--- src/rtl/pong_ctrl_pkg.sv ---
package pong_ctrl_pkg;
  typedef enum logic [1:0] {
    ST_IDLE = 2'd0,
    ST_PLAY = 2'd1,
    ST_OVER = 2'd2
  } game_st_e;
endpackage

--- src/rtl/pong_btn_edge.sv ---
module pong_btn_edge #(
  parameter int unsigned STAGES = 2
) (
  input  logic clk_i,
  input  logic rst_ni,
  input  logic btn_i,
  output logic press_o
);
  logic [STAGES-1:0] sync_q;
  logic              last_q;

  always_ff @(posedge clk_i or negedge rst_ni) begin
    if (!rst_ni) begin
      sync_q <= '0;
      last_q <= 1'b0;
    end else begin
      sync_q <= {sync_q[STAGES-2:0], btn_i};
      last_q <= sync_q[STAGES-1];
    end
  end

  assign press_o = sync_q[STAGES-1] & ~last_q;
endmodule

--- src/rtl/pong_level_ctr.sv ---
module pong_level_ctr #(
  parameter int unsigned NUM_LEVELS     = 5,
  parameter int unsigned SECS_PER_LEVEL = 10,
  parameter int unsigned LVL_W          = 3
) (
  input  logic             clk_i,
  input  logic             rst_ni,
  input  logic             clear_i,
  input  logic             run_i,
  input  logic             tick_i,
  output logic [LVL_W-1:0] level_o
);
  localparam int unsigned SEC_W = $clog2(SECS_PER_LEVEL + 1);
  localparam logic [SEC_W-1:0] SEC_LAST = SEC_W'(SECS_PER_LEVEL - 1);
  localparam logic [LVL_W-1:0] LVL_TOP  = LVL_W'(NUM_LEVELS - 1);

  logic [SEC_W-1:0] sec_q;
  logic [LVL_W-1:0] level_q;

  always_ff @(posedge clk_i or negedge rst_ni) begin
    if (!rst_ni) begin
      sec_q   <= '0;
      level_q <= '0;
    end else if (clear_i) begin
      sec_q   <= '0;
      level_q <= '0;
    end else if (run_i && tick_i) begin
      if (sec_q == SEC_LAST) begin
        sec_q <= '0;
        if (level_q != LVL_TOP) level_q <= level_q + 1'b1;
      end else begin
        sec_q <= sec_q + 1'b1;
      end
    end
  end

  assign level_o = level_q;
endmodule

--- src/rtl/pong_step_gen.sv ---
module pong_step_gen #(
  parameter int unsigned NUM_LEVELS  = 5,
  parameter int unsigned LVL_W       = 3,
  parameter int unsigned BASE_PERIOD = 5_000_000,
  parameter int unsigned PERIOD_DEC  = 1_000_000
) (
  input  logic             clk_i,
  input  logic             rst_ni,
  input  logic             run_i,
  input  logic [LVL_W-1:0] level_i,
  output logic             step_o
);
  localparam int unsigned CNT_W = $clog2(BASE_PERIOD + 1);

  logic [CNT_W-1:0] wrap_tab [NUM_LEVELS];
  logic [CNT_W-1:0] wrap_sel;
  logic [CNT_W-1:0] cnt_q;
  logic             step_q;

  for (genvar g = 0; g < NUM_LEVELS; g++) begin : g_wrap
    assign wrap_tab[g] = CNT_W'(BASE_PERIOD - g * PERIOD_DEC - 1);
  end

  always_comb begin
    wrap_sel = wrap_tab[NUM_LEVELS-1];
    for (int i = 0; i < NUM_LEVELS; i++) begin
      if (level_i == LVL_W'(i)) wrap_sel = wrap_tab[i];
    end
  end

  // >= lets a level rise mid-period shorten the current period without a stall
  always_ff @(posedge clk_i or negedge rst_ni) begin
    if (!rst_ni) begin
      cnt_q  <= '0;
      step_q <= 1'b0;
    end else if (!run_i) begin
      cnt_q  <= '0;
      step_q <= 1'b0;
    end else if (cnt_q >= wrap_sel) begin
      cnt_q  <= '0;
      step_q <= 1'b1;
    end else begin
      cnt_q  <= cnt_q + 1'b1;
      step_q <= 1'b0;
    end
  end

  assign step_o = step_q;
endmodule

--- src/rtl/pong_flow_ctrl.sv ---
module pong_flow_ctrl
  import pong_ctrl_pkg::*;
#(
  parameter int unsigned NUM_LEVELS     = 5,
  parameter int unsigned SECS_PER_LEVEL = 10,
  parameter int unsigned BASE_PERIOD    = 5_000_000,
  parameter int unsigned PERIOD_DEC     = 1_000_000,
  parameter int unsigned SYNC_STAGES    = 2,
  localparam int unsigned LVL_W         = $clog2(NUM_LEVELS)
) (
  input  logic             clk_i,
  input  logic             rst_ni,
  input  logic             reset_btn_i,
  input  logic             start_btn_i,
  input  logic             miss_i,
  input  logic             sec_tick_i,
  output logic             playing_o,
  output logic             over_o,
  output logic [LVL_W-1:0] speed_sel_o,
  output logic             step_o
);
  game_st_e   state_q, state_d;
  logic       rst_press, start_press;
  logic       lvl_clear, lvl_run, in_play;

  pong_btn_edge #(.STAGES(SYNC_STAGES)) u_rst_btn (
    .clk_i  (clk_i),
    .rst_ni (rst_ni),
    .btn_i  (reset_btn_i),
    .press_o(rst_press)
  );

  pong_btn_edge #(.STAGES(SYNC_STAGES)) u_start_btn (
    .clk_i  (clk_i),
    .rst_ni (rst_ni),
    .btn_i  (start_btn_i),
    .press_o(start_press)
  );

  always_comb begin
    state_d = state_q;
    if (rst_press) begin
      state_d = ST_IDLE;
    end else begin
      unique case (state_q)
        ST_IDLE: if (start_press) state_d = ST_PLAY;
        ST_PLAY: if (miss_i)      state_d = ST_OVER;
        ST_OVER: state_d = ST_OVER;
        default: state_d = ST_IDLE;
      endcase
    end
  end

  always_ff @(posedge clk_i or negedge rst_ni) begin
    if (!rst_ni) state_q <= ST_IDLE;
    else         state_q <= state_d;
  end

  assign in_play   = (state_q == ST_PLAY);
  assign lvl_clear = rst_press | ((state_q == ST_IDLE) & start_press);
  assign lvl_run   = in_play & ~miss_i;

  pong_level_ctr #(
    .NUM_LEVELS    (NUM_LEVELS),
    .SECS_PER_LEVEL(SECS_PER_LEVEL),
    .LVL_W         (LVL_W)
  ) u_level (
    .clk_i  (clk_i),
    .rst_ni (rst_ni),
    .clear_i(lvl_clear),
    .run_i  (lvl_run),
    .tick_i (sec_tick_i),
    .level_o(speed_sel_o)
  );

  pong_step_gen #(
    .NUM_LEVELS (NUM_LEVELS),
    .LVL_W      (LVL_W),
    .BASE_PERIOD(BASE_PERIOD),
    .PERIOD_DEC (PERIOD_DEC)
  ) u_step (
    .clk_i  (clk_i),
    .rst_ni (rst_ni),
    .run_i  (in_play),
    .level_i(speed_sel_o),
    .step_o (step_o)
  );

  assign playing_o = in_play;
  assign over_o    = (state_q == ST_OVER);
endmodule

--- config.mk ---
export PLATFORM = sky130hd
export DESIGN_NAME = pong_flow_ctrl
export DESIGN_NICKNAME = d
export VERILOG_FILES = /design/src/rtl/pong_ctrl_pkg.sv /design/src/rtl/pong_btn_edge.sv /design/src/rtl/pong_level_ctr.sv /design/src/rtl/pong_step_gen.sv /design/src/rtl/pong_flow_ctrl.sv
export SDC_FILE = /design/constraint.sdc
export NUM_CORES = 1
export LEC_CHECK = 0
export BUFFER_PORTS_ARGS = -buffer_cell sky130_fd_sc_hd__buf_2
export CAP_MARGIN = 20
export CORE_AREA = 2 2 67 69
export CTS_CLUSTER_DIAMETER = 150
export DETAILED_ROUTE_END_ITERATION = 7
export DIE_AREA = 0 0 69 71
export PLACE_DENSITY = 0.74
export SETUP_SLACK_MARGIN = 0.2
export SLEW_MARGIN = 25
export SYNTH_ARGS = -nofsm -noshare
export SYNTH_HDL_FRONTEND = slang
export SYNTH_SLANG_ARGS = --single-unit
--- constraint.sdc ---
create_clock -name clk_i -period 2.7 [get_ports clk_i]
set_input_delay 0.135 -clock clk_i [delete_from_list [all_inputs] [get_ports clk_i]]
set_output_delay 0.135 -clock clk_i [all_outputs]
set_load 0.03 [all_outputs]
==> results of run 1 <==
worst max-delay path: cells and delay by family (launching register included):
family,cells,cell delay [ns]
AOI/OAI and AO/OA,1,0.42
adders and majority gates,3,0.62
and+or+nand+nor,7,1.37
DFF,1,0.45
worst paths after layout:
path / end
hold reg to reg: u_rst_btn.sync_q[1]$_DFF_PN0_
setup reg to reg: u_step.cnt_q[18]$_DFF_PN0_
setup / recovery: u_step.cnt_q[18]$_DFF_PN0_
max in group asynchronous: u_level.level_o[0]$_DFFE_PN0P_
hold / removal: u_level.sec_q[2]$_DFFE_PN0P_
min in group asynchronous: u_step.cnt_q[17]$_DFF_PN0_
stage by stage:
stage               hold WS [ns]  setup WS (ns)
finish                    0.2110        -0.2566
global route              0.2586        -0.3229
floorplan                -0.1606        -0.2731
global placement          0.2424        -0.2634
CTS                       0.2207        -0.1645
detailed placement        0.2451        -0.3174
routing by layer:
layer  track usage, %  up-vias
li1                 -      881
met1            28.43      892
met2            36.32       47
met3            4.558       15
met4            7.407        0
met5                0        -
synth_stat cells:
| cell | count | area share (%) |
|---|---|---|
| or4_1 | 1 | 0.34 |
| a211oi_1 | 1 | 0.34 |
| buf_6 | 2 | 1.0 |
| clkbuf_1 | 2 | 0.34 |
| nand3_1 | 18 | 4.0 |
| and4_1 | 2 | 0.78 |
| xor2_1 | 15 | 5.9 |
| o31a_1 | 1 | 0.39 |
| nand2_1 | 10 | 1.7 |
| or3_1 | 2 | 0.56 |
| o211a_1 | 1 | 0.45 |
| o21ai_0 | 6 | 1.3 |
| and2_1 | 3 | 0.84 |
| a21oi_1 | 10 | 2.2 |
| nor2_1 | 42 | 7.1 |
| nor3_1 | 6 | 1.3 |
| a2111oi_2 | 1 | 0.67 |
| o21a_1 | 1 | 0.34 |
| nor2b_1 | 2 | 0.56 |
| ha_1 | 24 | 13 |
| dfrtp_1 | 39 | 44 |
| a21o_1 | 3 | 1.0 |
| inv_1 | 11 | 1.8 |
| and3_1 | 5 | 1.4 |
| nand4_2 | 2 | 1.1 |
| nor4_2 | 1 | 0.56 |
| and2b_1 | 1 | 0.34 |
| mux2i_1 | 2 | 0.90 |
| xnor2_1 | 7 | 2.7 |
| o21bai_1 | 1 | 0.34 |
| a211o_1 | 1 | 0.39 |
| a31oi_1 | 1 | 0.28 |
| nand4_1 | 5 | 1.4 |
| nand2b_1 | 1 | 0.28 |
power by group:
part	switching [µW]	total, µW	internal (µW)
combinational	208	298	90.7
clock	217	492	275
sequential	32.7	648	615
final cells by class:
class                      instances  area (µm²)
multi-input combinational        179        1369
timing repair buffer              33       227.7
inverter                          11       41.29
clock inverter                     3       43.79
tap                               52       65.06
fill                             345        1409
clock buffer                       5       68.82
sequential                        39       979.7
cell families after synthesis:
kind of cell             count (synthesis)  synth area share [%]
AO/OA/AOI/OAI                           27                 7.792
buffers and inverters                   15                 3.195
adder cells (fa/ha/maj)                 24                 13.45
flip-flops                              39                 43.72
XOR/XNOR                                22                 8.633
AND/OR/NAND/NOR                        101                 22.31
multiplexers                             2                0.8969
flip-flops by register name (all words and copies together), names as in the netlist:
name and count:
u_step.cnt_q 23, u_step.step_o 1, u_level.level_o 3, u_rst_btn.sync_q 2, u_start_btn.last_q 1, state_q 2, u_rst_btn.last_q 1, u_level.sec_q 4
u_start_btn.sync_q 2
timing repair:
| item | 4_1_cts | 5_1_grt |
|---|---|---|
| hold buffers | 3 | 0 |
| hold endpoints to repair | 41 | 0 |
| gates resized for setup | 16 | 11 |
| buffers inserted | 2 | 1 |
| endpoints found under the setup margin | 24 | 27 |
| pin swaps | 10 | 3 |
| cloned | 3 | 0 |
==> metrics.txt, run 1 <==
status=finished, violations left; failing checks=negative setup slack; final non-filler cell total=between 300 and 400; CP startpoint=u_level.level_o[0]$_DFFE_PN0P_; Vias=between 1.5k and 2k; Slew @ Worst Pin=0.8699 ns; Die W=69 µm; fmax=338.2 MHz; grt total ovfl=0; H-tree depth=2; maximum clock insertion buffer count=2; peak supply drop=396.2 µV; # nets final=299; router iterations before antenna repair=6; commonest non-fill, non-tap cell in the layout=dfrtp_1; final core utilization=roughly 66%; Yosys cell types=34; RePlAce Congestion=0.7773; Hold Crit Depth=4; Layout area overhead=25.22%; max layer used=met4; ANT nets after route=0; max cap viols=0; Slew HR=42.01%; CTS tree=built; CTS root buffer=clkbuf_8; reg-to-reg setup timing slack=-0.26 ns; critical setup path kind=reg -> reg; syn_nets=between 200 and 300; Avg Inst Size Synth=9.705 µm²; worst path cell trace=ha_4 -> ha_4 -> nor2_4 -> nand2_2 -> or3_4 -> ha_4 -> nand3_2 -> or4_4 -> a211o_4 -> nand4_4 -> nor2_1; CP required=roughly 2.9 ns; die area=0.004899 mm²; final wirelength=around 5.0 mm; Worst path most repeated cell=ha_4; crit-path max FO=6; Tot Pwr=1438 µW; clock sink total=39; TNS Setup=-5.764 ns; vias per inst=between 5 and 6; min-delay src=sec_tick_i; register area share after synthesis=about 44%; worst clock skew=0.006194 ns; Placed Cells=305; final worst slack=-0.2566 ns; n_diodes=0; R2R cell count=11; Min-Delay Path Class=in -> reg; metal3 WL=roughly 190 µm; vias in the first global route=1783; worst skew pair latency=0.29 ns; # setup viols final=24; antenna violations before repair=0; RSZ-0062 raised after global routing=true; Final Max Slew Viols=0; Leakage=between 0.001 and 0.0015 µW; post-route cell area=0.002795 mm²; Die Height=71 µm; clock-pin slew on the worst setup and hold paths=about 0.080 ns; gr usage total=21.76%; placed cell areas=0.002482 mm²; starting utilization of the core area=between 50% and 60%; routed wl met2=2.415 mm; M1 wire length=between 2 and 2.5 mm; Rows=24; post-route clock period utilization=109.5%; CP max stage delay=approximately 0.5 ns; WL/cell=approximately 16 µm; Syn Inst Count=230; first-pass GRT wire length=~8.4 mm; initial DRC count=64; most frequent cells in the layout=36 x dfrtp_1, 33 x nor2_1, 20 x ha_1; largest net degree at the start of global routing=40; cts bufs inserted=5; pwr/cell area=514.5 mW/mm²; core area=0.004204 mm²; share of cells above drive strength 1=25.93%; final number of hold-violating endpoints=0; worst reg2reg startpoint=u_level.level_o[0]$_DFFE_PN0P_; Port Buf Inserts=11; Synth Register Bits=39; CP arrival=3.14 ns; min Tclk post-route=2.957 ns; Ys Warns=0; Slowest cell on crit path=or4_4; Mapped Area=approximately 0.0022 mm²; Setup crit end kind=register; Remaining DRCs=0; Post-DP HPWL=3.184 mm; crit path launch type=register; io pins=12
Power figures use the tool's default switching activity.
==> inputs of run 2 (changes only) <==
--- a/config.mk
+++ b/config.mk
@@ -5,13 +5,13 @@
 export SDC_FILE = /design/constraint.sdc
 export NUM_CORES = 1
 export LEC_CHECK = 0
+export ABC_AREA = 1
 export BUFFER_PORTS_ARGS = -buffer_cell sky130_fd_sc_hd__buf_2
-export CAP_MARGIN = 20
-export CORE_AREA = 2 2 67 69
+export CORE_AREA = 2 2 72 74
 export CTS_CLUSTER_DIAMETER = 150
 export DETAILED_ROUTE_END_ITERATION = 7
-export DIE_AREA = 0 0 69 71
-export PLACE_DENSITY = 0.74
+export DIE_AREA = 0 0 74 76
+export PLACE_DENSITY = 0.7
 export SETUP_SLACK_MARGIN = 0.2
 export SLEW_MARGIN = 25
 export SYNTH_ARGS = -nofsm -noshare
==> constraint.sdc (replaced) <==
create_clock -name clk_i -period 3.17 [get_ports clk_i]
set_input_delay 0.1585 -clock clk_i [delete_from_list [all_inputs] [get_ports clk_i]]
set_output_delay 0.1585 -clock clk_i [all_outputs]
set_load 0.03 [all_outputs]
==> metrics.txt, run 2 <==
vias per inst=5.007 (was 5.699); H-tree depth=2 (unchanged); Leakage=0.001395 µW (was 0.001234 µW); cts bufs inserted=5 (unchanged); vias in the first global route=2106 (was 1783); failing checks=negative hold slack (was negative setup slack); Avg Inst Size Synth=7.578 µm² (was 9.705 µm²); CTS root buffer=clkbuf_8 (unchanged); clock-pin slew on the worst setup and hold paths=0.07 ns (was 0.08 ns); max reg flops=23 (unchanged); crit-path max FO=24 (was 6); ANT nets after route=0 (unchanged); RePlAce Congestion=0.8678 (was 0.7773); R2R cell count=15 (was 11); Final Max Slew Viols=0 (unchanged); ys async rst share=100.0% (unchanged); FF-to-FF End=u_step.cnt_q[10]$_DFF_PN0_ (was u_step.cnt_q[18]$_DFF_PN0_); WL/cell=11.96 µm (was 15.66 µm); Slew HR=43.29% (was 42.01%); Filler Cells Inserted=469 (was 345); syn_nets=368 (was 260); CP arrival=2.83 ns (was 3.14 ns); Vias=2133 (was 1835); Remaining DRCs=0 (unchanged); RSZ-0062 raised after global routing=false (was true); # setup viols final=0 (was 24); Die W=74 µm (was 69 µm); CP required=3.37 ns (was 2.88 ns); worst clock skew=0.002570 ns (was 0.006194 ns); min Tclk post-route=2.629 ns (was 2.957 ns); reg-to-reg setup timing slack=0.54 ns (was -0.26 ns); post-route clock period utilization=82.94% (was 109.5%); Setup crit end kind=register (unchanged); fmax=380.3 MHz (was 338.2 MHz); antenna violations before repair=0 (unchanged); Worst path most repeated cell=nand2_1 (was ha_4); pwr/cell area=376.1 mW/mm² (was 514.5 mW/mm²); Slowest cell on crit path=dfrtp_1 (was or4_4); Syn Inst Count=338 (was 230); worst reg2reg startpoint=u_level.level_o[0]$_DFFE_PN0P_ (unchanged); Worst Hold Margin=-0.02502 ns (was 0.2110 ns); io pins=12 (unchanged); Synth top cells by count=76 x nand2_1, 49 x nor2_1, 46 x inv_1 (was 42 x nor2_1, 39 x dfrtp_1, 24 x ha_1); Slew @ Worst Pin=0.8507 ns (was 0.8699 ns); clock sink total=39 (unchanged); largest net degree at the start of global routing=40 (unchanged); EDFF count, synth=0 (unchanged); router iterations before antenna repair=4 (was 6); Sequential Area=975.9 µm² (was 979.7 µm²); Synth Register Bits=39 (unchanged); Die Height=76 µm (was 71 µm); maximum clock insertion buffer count=2 (unchanged); final number of hold-violating endpoints=39 (was 0); CTS tree=built (unchanged); largest register by flop count=u_step.cnt_q (unchanged); # nets final=385 (was 299); CP startpoint=u_level.level_o[0]$_DFFE_PN0P_ (unchanged); synth top area cells=dfrtp_1 38%, ha_1 12%, nand2_1 11% (was dfrtp_1 44%, ha_1 13%, nor2_1 7.1%); Min-Delay Path Class=in -> async (was in -> reg); worst path cell trace=ha_1 -> ha_1 -> nor2_1 -> inv_1 -> or2_2 -> ha_1 -> nand2_1 -> inv_1 -> nand2_1 -> inv_1 -> nand2_1 -> nand2_1 -> nand2_1 -> nand4_4 -> nor2_1 (was ha_4 -> ha_4 -> nor2_4 -> nand2_2 -> or3_4 -> ha_4 -> nand3_2 -> or4_4 -> a211o_4 -> nand4_4 -> nor2_1); Layout area overhead=9.380% (was 25.22%); grt total ovfl=0 (unchanged); Worst path top cell family by delay=simple AND/OR/NAND/NOR gates (unchanged); Tot Pwr=1054 µW (was 1438 µW); max cap viols=0 (unchanged); Post-DP HPWL=3.952 mm (was 3.184 mm); die area=0.005624 mm² (was 0.004899 mm²); first-pass GRT wire length=9.087 mm (was 8.431 mm); commonest non-fill, non-tap cell in the layout=nand2_1 (was dfrtp_1); crit path launch type=register (unchanged); Rows=26 (was 24); share of cells above drive strength 1=10.67% (was 25.93%); Yosys cell types=29 (was 34); area of the multi-input gates=0.001371 mm² (was 0.001369 mm²); final wirelength=5.097 mm (was 5.041 mm); worst setup path end=u_step.cnt_q[10]$_DFF_PN0_ (was u_step.cnt_q[18]$_DFF_PN0_); n_diodes=0 (unchanged); top cell type's share of synthesized area=38.10% (was 43.72%); Port Buf Inserts=11 (unchanged); most common cell in the synthesized netlist=nand2_1 (was nor2_1); register area share after synthesis=38.10% (was 43.72%); gr usage total=20.47% (was 21.76%); CP bufs+invs=3 (was 0); CP max stage delay=0.42 ns (was 0.49 ns); dominant cell type by area after synthesis=dfrtp_1 (unchanged); core area=0.004912 mm² (was 0.004204 mm²); initial DRC count=113 (was 64); TNS Setup=0 ns (was -5.764 ns); WP depth=15 (was 11); starting utilization of the core area=52.14% (was 53.10%); status=finished, violations left (unchanged); Ys Warns=0 (unchanged); critical setup path kind=reg -> reg (unchanged); Mapped Area=0.002561 mm² (was 0.002232 mm²); peak supply drop=404.1 µV (was 396.2 µV); Top FF cell, synth=dfrtp_1 (unchanged); most frequent cells in the layout=76 x nand2_1, 49 x nor2_1, 46 x inv_1 (was 36 x dfrtp_1, 33 x nor2_1, 20 x ha_1); worst skew pair latency=0.29 ns (about the same); Post-CTS Resized=0 (was 16)
==> run 2: changes by cell type in the layout (fill, tap and decap cells not counted), sizes merged, moves of 3 or more <==
cell	previous run	this run
xnor2	7	0
inv	11	48
a21oi	10	14
nand3	18	29
nor2	42	56
xor2	15	0
o21ai	6	13
buf	30	12
nand2	10	78
or2	0	3
and2	3	0
a21o	3	0
==> run 2: logic make-up (layout without fill, tap and decap cells) <==
family,count (synthesis),after routing,synth area share [%]
buffers and inverters,52,70,8.354
flip-flops,39,39,38.10
AND/OR/NAND/NOR,186,186,33.51
AO/OA/AOI/OAI,36,36,7.914
adder cells (fa/ha/maj),24,24,11.72
multiplexers,1,1,0.3908
==> run 2: how the worst min path moves through the flow <==
stage / to / slack [ns]
after floorplan: state_q[0]$_DFFE_PN0P_ / -0.14
after global placement: u_rst_btn.sync_q[0]$_DFF_PN0_ / 0.27
after detailed placement: u_start_btn.sync_q[0]$_DFF_PN0_ / 0.27
after CTS: u_step.cnt_q[3]$_DFF_PN0_ / 0.01
after global routing: u_step.cnt_q[3]$_DFF_PN0_ / 0.05
final: u_step.cnt_q[2]$_DFF_PN0_ / -0.03
==> run 2: power breakdown <==
part | internal [µW] | switching [µW] | total [µW]
Clock | 198 | 169 | 367
Sequential | 517 | 11.7 | 528
Combinational | 48.6 | 110 | 159
Total | 763 | 291 | 1050
==> run 2: layout make-up <==
cell class	count	area share, %
flip-flops and latches	39	34.84
repair buffers	14	2.948
multi-input cells	247	48.95
inverters	48	6.431
clock inverters	1	0.2680
clock buffers	7	3.439
well taps	70	3.126
==> run 2: metal layers <==
layer	GRT usage, %	part of all wire (%)	vias up	wire length [µm]
met5	0	0	-	0
met4	4.727	0.82	0	42
met3	4.365	4.6	4	235
met2	33.39	48	38	2467
met1	27.73	46	962	2352
li1	-	-	1129	-
==> run 2: per-stage QoR <==
step           utilization, %  instance area, µm²  setup slack, ns  hold slack (ns)  instances
2_1_floorplan               -                2561           0.6627          -0.1371        338
3_3_place_gp            54.51                2678           0.6083           0.2689        416
3_5_place_dp            54.51                2678           0.5125           0.2682        416
4_1_cts                 57.03                2801           0.5004          0.01046        426
5_1_grt                 57.03                2801           0.2322          0.05327        426
6_report                57.03                2801           0.5408         -0.02502        426
==> run 2: repair_timing <==
action / 4_1_cts / 5_1_grt
setup buffers: 0 / 0
hold buffers: 2 / 0
endpoints found under the hold margin: 2 / 0
==> inputs of run 3 (changes only) <==
==> constraint.sdc (replaced) <==
create_clock -name clk_i -period 2.75 [get_ports clk_i]
set_input_delay 0.1375 -clock clk_i [delete_from_list [all_inputs] [get_ports clk_i]]
set_output_delay 0.1375 -clock clk_i [all_outputs]
set_load 0.03 [all_outputs]
==> metrics.txt, run 3 (synthesized netlist as in run 2, its figures left out) <==
status=completed (was finished, violations left); max cap viols=0 (unchanged); fmax=407.4 MHz (was 380.3 MHz); Slew @ Worst Pin=0.8741 ns (was 0.8507 ns); vias per inst=5.164 (was 5.007); CP startpoint=u_level.level_o[1]$_DFFE_PN0P_ (was u_level.level_o[0]$_DFFE_PN0P_); worst setup path end=u_step.step_o$_DFF_PN0_ (was u_step.cnt_q[10]$_DFF_PN0_); Min-Delay Path Class=in -> reg (was in -> async); CP required=2.94 ns (was 3.37 ns); TNS Setup=0 ns (unchanged); worst clock skew=0.003740 ns (was 0.002570 ns); R2R cell count=14 (was 15); largest net degree at the start of global routing=40 (unchanged); final number of hold-violating endpoints=0 (was 39); area of the multi-input gates=0.001490 mm² (was 0.001371 mm²); Rows=26 (unchanged); largest register by flop count=u_step.cnt_q (unchanged); CTS root buffer=clkbuf_8 (unchanged); reg-to-reg setup timing slack=0.30 ns (was 0.54 ns); ANT nets after route=0 (unchanged); most frequent cells in the layout=74 x nand2_1, 44 x inv_1, 39 x dfrtp_1 (was 76 x nand2_1, 49 x nor2_1, 46 x inv_1); Slew HR=41.73% (was 43.29%); Layout area overhead=18.17% (was 9.380%); CP max stage delay=0.44 ns (was 0.42 ns); post-route cell area=0.003027 mm² (was 0.002801 mm²); Die Height=76 µm (unchanged); die area=0.005624 mm² (unchanged); CTS tree=built (unchanged); Final Max Slew Viols=0 (unchanged); H-tree depth=2 (unchanged); core area=0.004912 mm² (unchanged); pwr/cell area=403.5 mW/mm² (was 376.1 mW/mm²); post-route clock period utilization=89.26% (was 82.94%); antenna violations before repair=0 (unchanged); worst path cell trace=ha_2 -> ha_4 -> nor2_4 -> nand4_1 -> ha_1 -> nand2_1 -> inv_1 -> nand2_1 -> inv_1 -> a21oi_2 -> nand4_4 -> buf_12 -> nand2_1 -> inv_1 (was ha_1 -> ha_1 -> nor2_1 -> inv_1 -> or2_2 -> ha_1 -> nand2_1 -> inv_1 -> nand2_1 -> inv_1 -> nand2_1 -> nand2_1 -> nand2_1 -> nand4_4 -> nor2_1); Filler Cells Inserted=439 (was 469); Die W=74 µm (unchanged); Setup crit end kind=register (unchanged); vias in the first global route=2076 (was 2106); max reg flops=23 (unchanged); crit path launch type=register (unchanged); # nets final=392 (was 385); Post-DP HPWL=3.876 mm (was 3.952 mm); n_diodes=0 (unchanged); RePlAce Congestion=0.9213 (was 0.8678); io pins=12 (unchanged); clock-pin slew on the worst setup and hold paths=0.07 ns (about the same); Sequential Area=975.9 µm² (unchanged); cts bufs inserted=5 (unchanged); crit-path max FO=6 (was 24); Leakage=0.001440 µW (was 0.001395 µW); Slowest cell on crit path=dfrtp_1 (unchanged); Port Buf Inserts=11 (unchanged); min Tclk post-route=2.455 ns (was 2.629 ns); WL/cell=12.99 µm (was 11.96 µm); first-pass GRT wire length=9.032 mm (was 9.087 mm); placed cell areas=0.002693 mm² (was 0.002678 mm²); clock sink total=39 (unchanged); worst reg2reg startpoint=u_level.level_o[1]$_DFFE_PN0P_ (was u_level.level_o[0]$_DFFE_PN0P_); peak supply drop=406.9 µV (was 404.1 µV); # setup viols final=0 (unchanged); initial DRC count=143 (was 113); RSZ-0062 raised after global routing=true (was false); router iterations before antenna repair=6 (was 4); commonest non-fill, non-tap cell in the layout=nand2_1 (unchanged); gr usage total=20.32% (was 20.47%); starting utilization of the core area=52.14% (unchanged); worst skew pair latency=0.29 ns (about the same); maximum clock insertion buffer count=2 (unchanged); CP arrival=2.64 ns (was 2.83 ns); grt total ovfl=0 (unchanged); Vias=2236 (was 2133); critical setup path kind=reg -> reg (unchanged); final wirelength=5.624 mm (was 5.097 mm); share of cells above drive strength 1=18.46% (was 10.67%); Remaining DRCs=0 (unchanged); FF-to-FF End=u_step.step_o$_DFF_PN0_ (was u_step.cnt_q[10]$_DFF_PN0_)
-- run 3: worst min-delay path by stage --
stage | startpoint | cells past startpoint | to | slack, ns
detailed placement | start_btn_i | 1 | u_start_btn.sync_q[0]$_DFF_PN0_ | 0.25
CTS | sec_tick_i | 3 | u_level.sec_q[0]$_DFFE_PN0P_ | 0.14
finish | sec_tick_i | 3 | u_level.sec_q[0]$_DFFE_PN0P_ | 0.15
global route | sec_tick_i | 3 | u_level.sec_q[0]$_DFFE_PN0P_ | 0.16
floorplan | rst_ni | 0 | state_q[0]$_DFFE_PN0P_ | -0.16
global placement | start_btn_i | 1 | u_start_btn.sync_q[0]$_DFF_PN0_ | 0.25
-- run 3: worst max-delay path, delay by kind of cell (launching register included) --
kind                       cells  cell delay (ns)
adders and majority gates      3             0.75
and+or+nand+nor                6             0.64
DFF                            1             0.44
buffers and inverters          4             0.35
AOI/OAI and AO/OA              1             0.19
-- run 3: what timing repair did --
| item | 4_1_cts | 5_1_grt |
|---|---|---|
| pin swaps | 0 | 4 |
| gates cloned | 0 | 3 |
| endpoints found under the hold margin | 41 | 0 |
| buffers inserted | 0 | 1 |
| gates resized for setup | 1 | 31 |
| endpoints found under the setup margin | 24 | 24 |
| hold buffers | 3 | 0 |
-- run 3: through the flow --
step,utilization [%],hold slack [ns],worst slack [ns],instances,power (µW)
after floorplan,-,-0.1581,0.2427,338,752.1
after global placement,54.81,0.2483,0.2307,418,800.7
after detailed placement,54.81,0.2472,0.1610,418,803.7
after CTS,57.62,0.1439,0.2173,429,1240
after global routing,61.61,0.1601,0.1602,433,1289
final,61.61,0.1535,0.2953,433,1221
-- run 3: where the power goes --
part           leakage [µW]  total [µW]  internal [µW]  switching, µW
clock             0.0000505         427            228            199
sequential         0.000529         609            595           13.5
combinational      0.000861         185           58.4            127
-- run 3: final cells by class --
type,instances,area share (%)
Timing Repair Buffer,21,6.242
Clock inverter,1,0.2480
Inverter,48,5.953
Tap cell,70,2.894
Sequential cell,39,32.24
Multi-Input combinational cell,247,49.24
Clock buffer,7,3.183
-- run 3: metal layers --
metal  up-vias  GRT usage, %  routed length (µm)
met5         -             0                   0
met2        48         31.16                2672
met1      1031         29.08                2597
met3        10         2.778                 241
met4         0         7.636                 112
li1       1147             -                   -
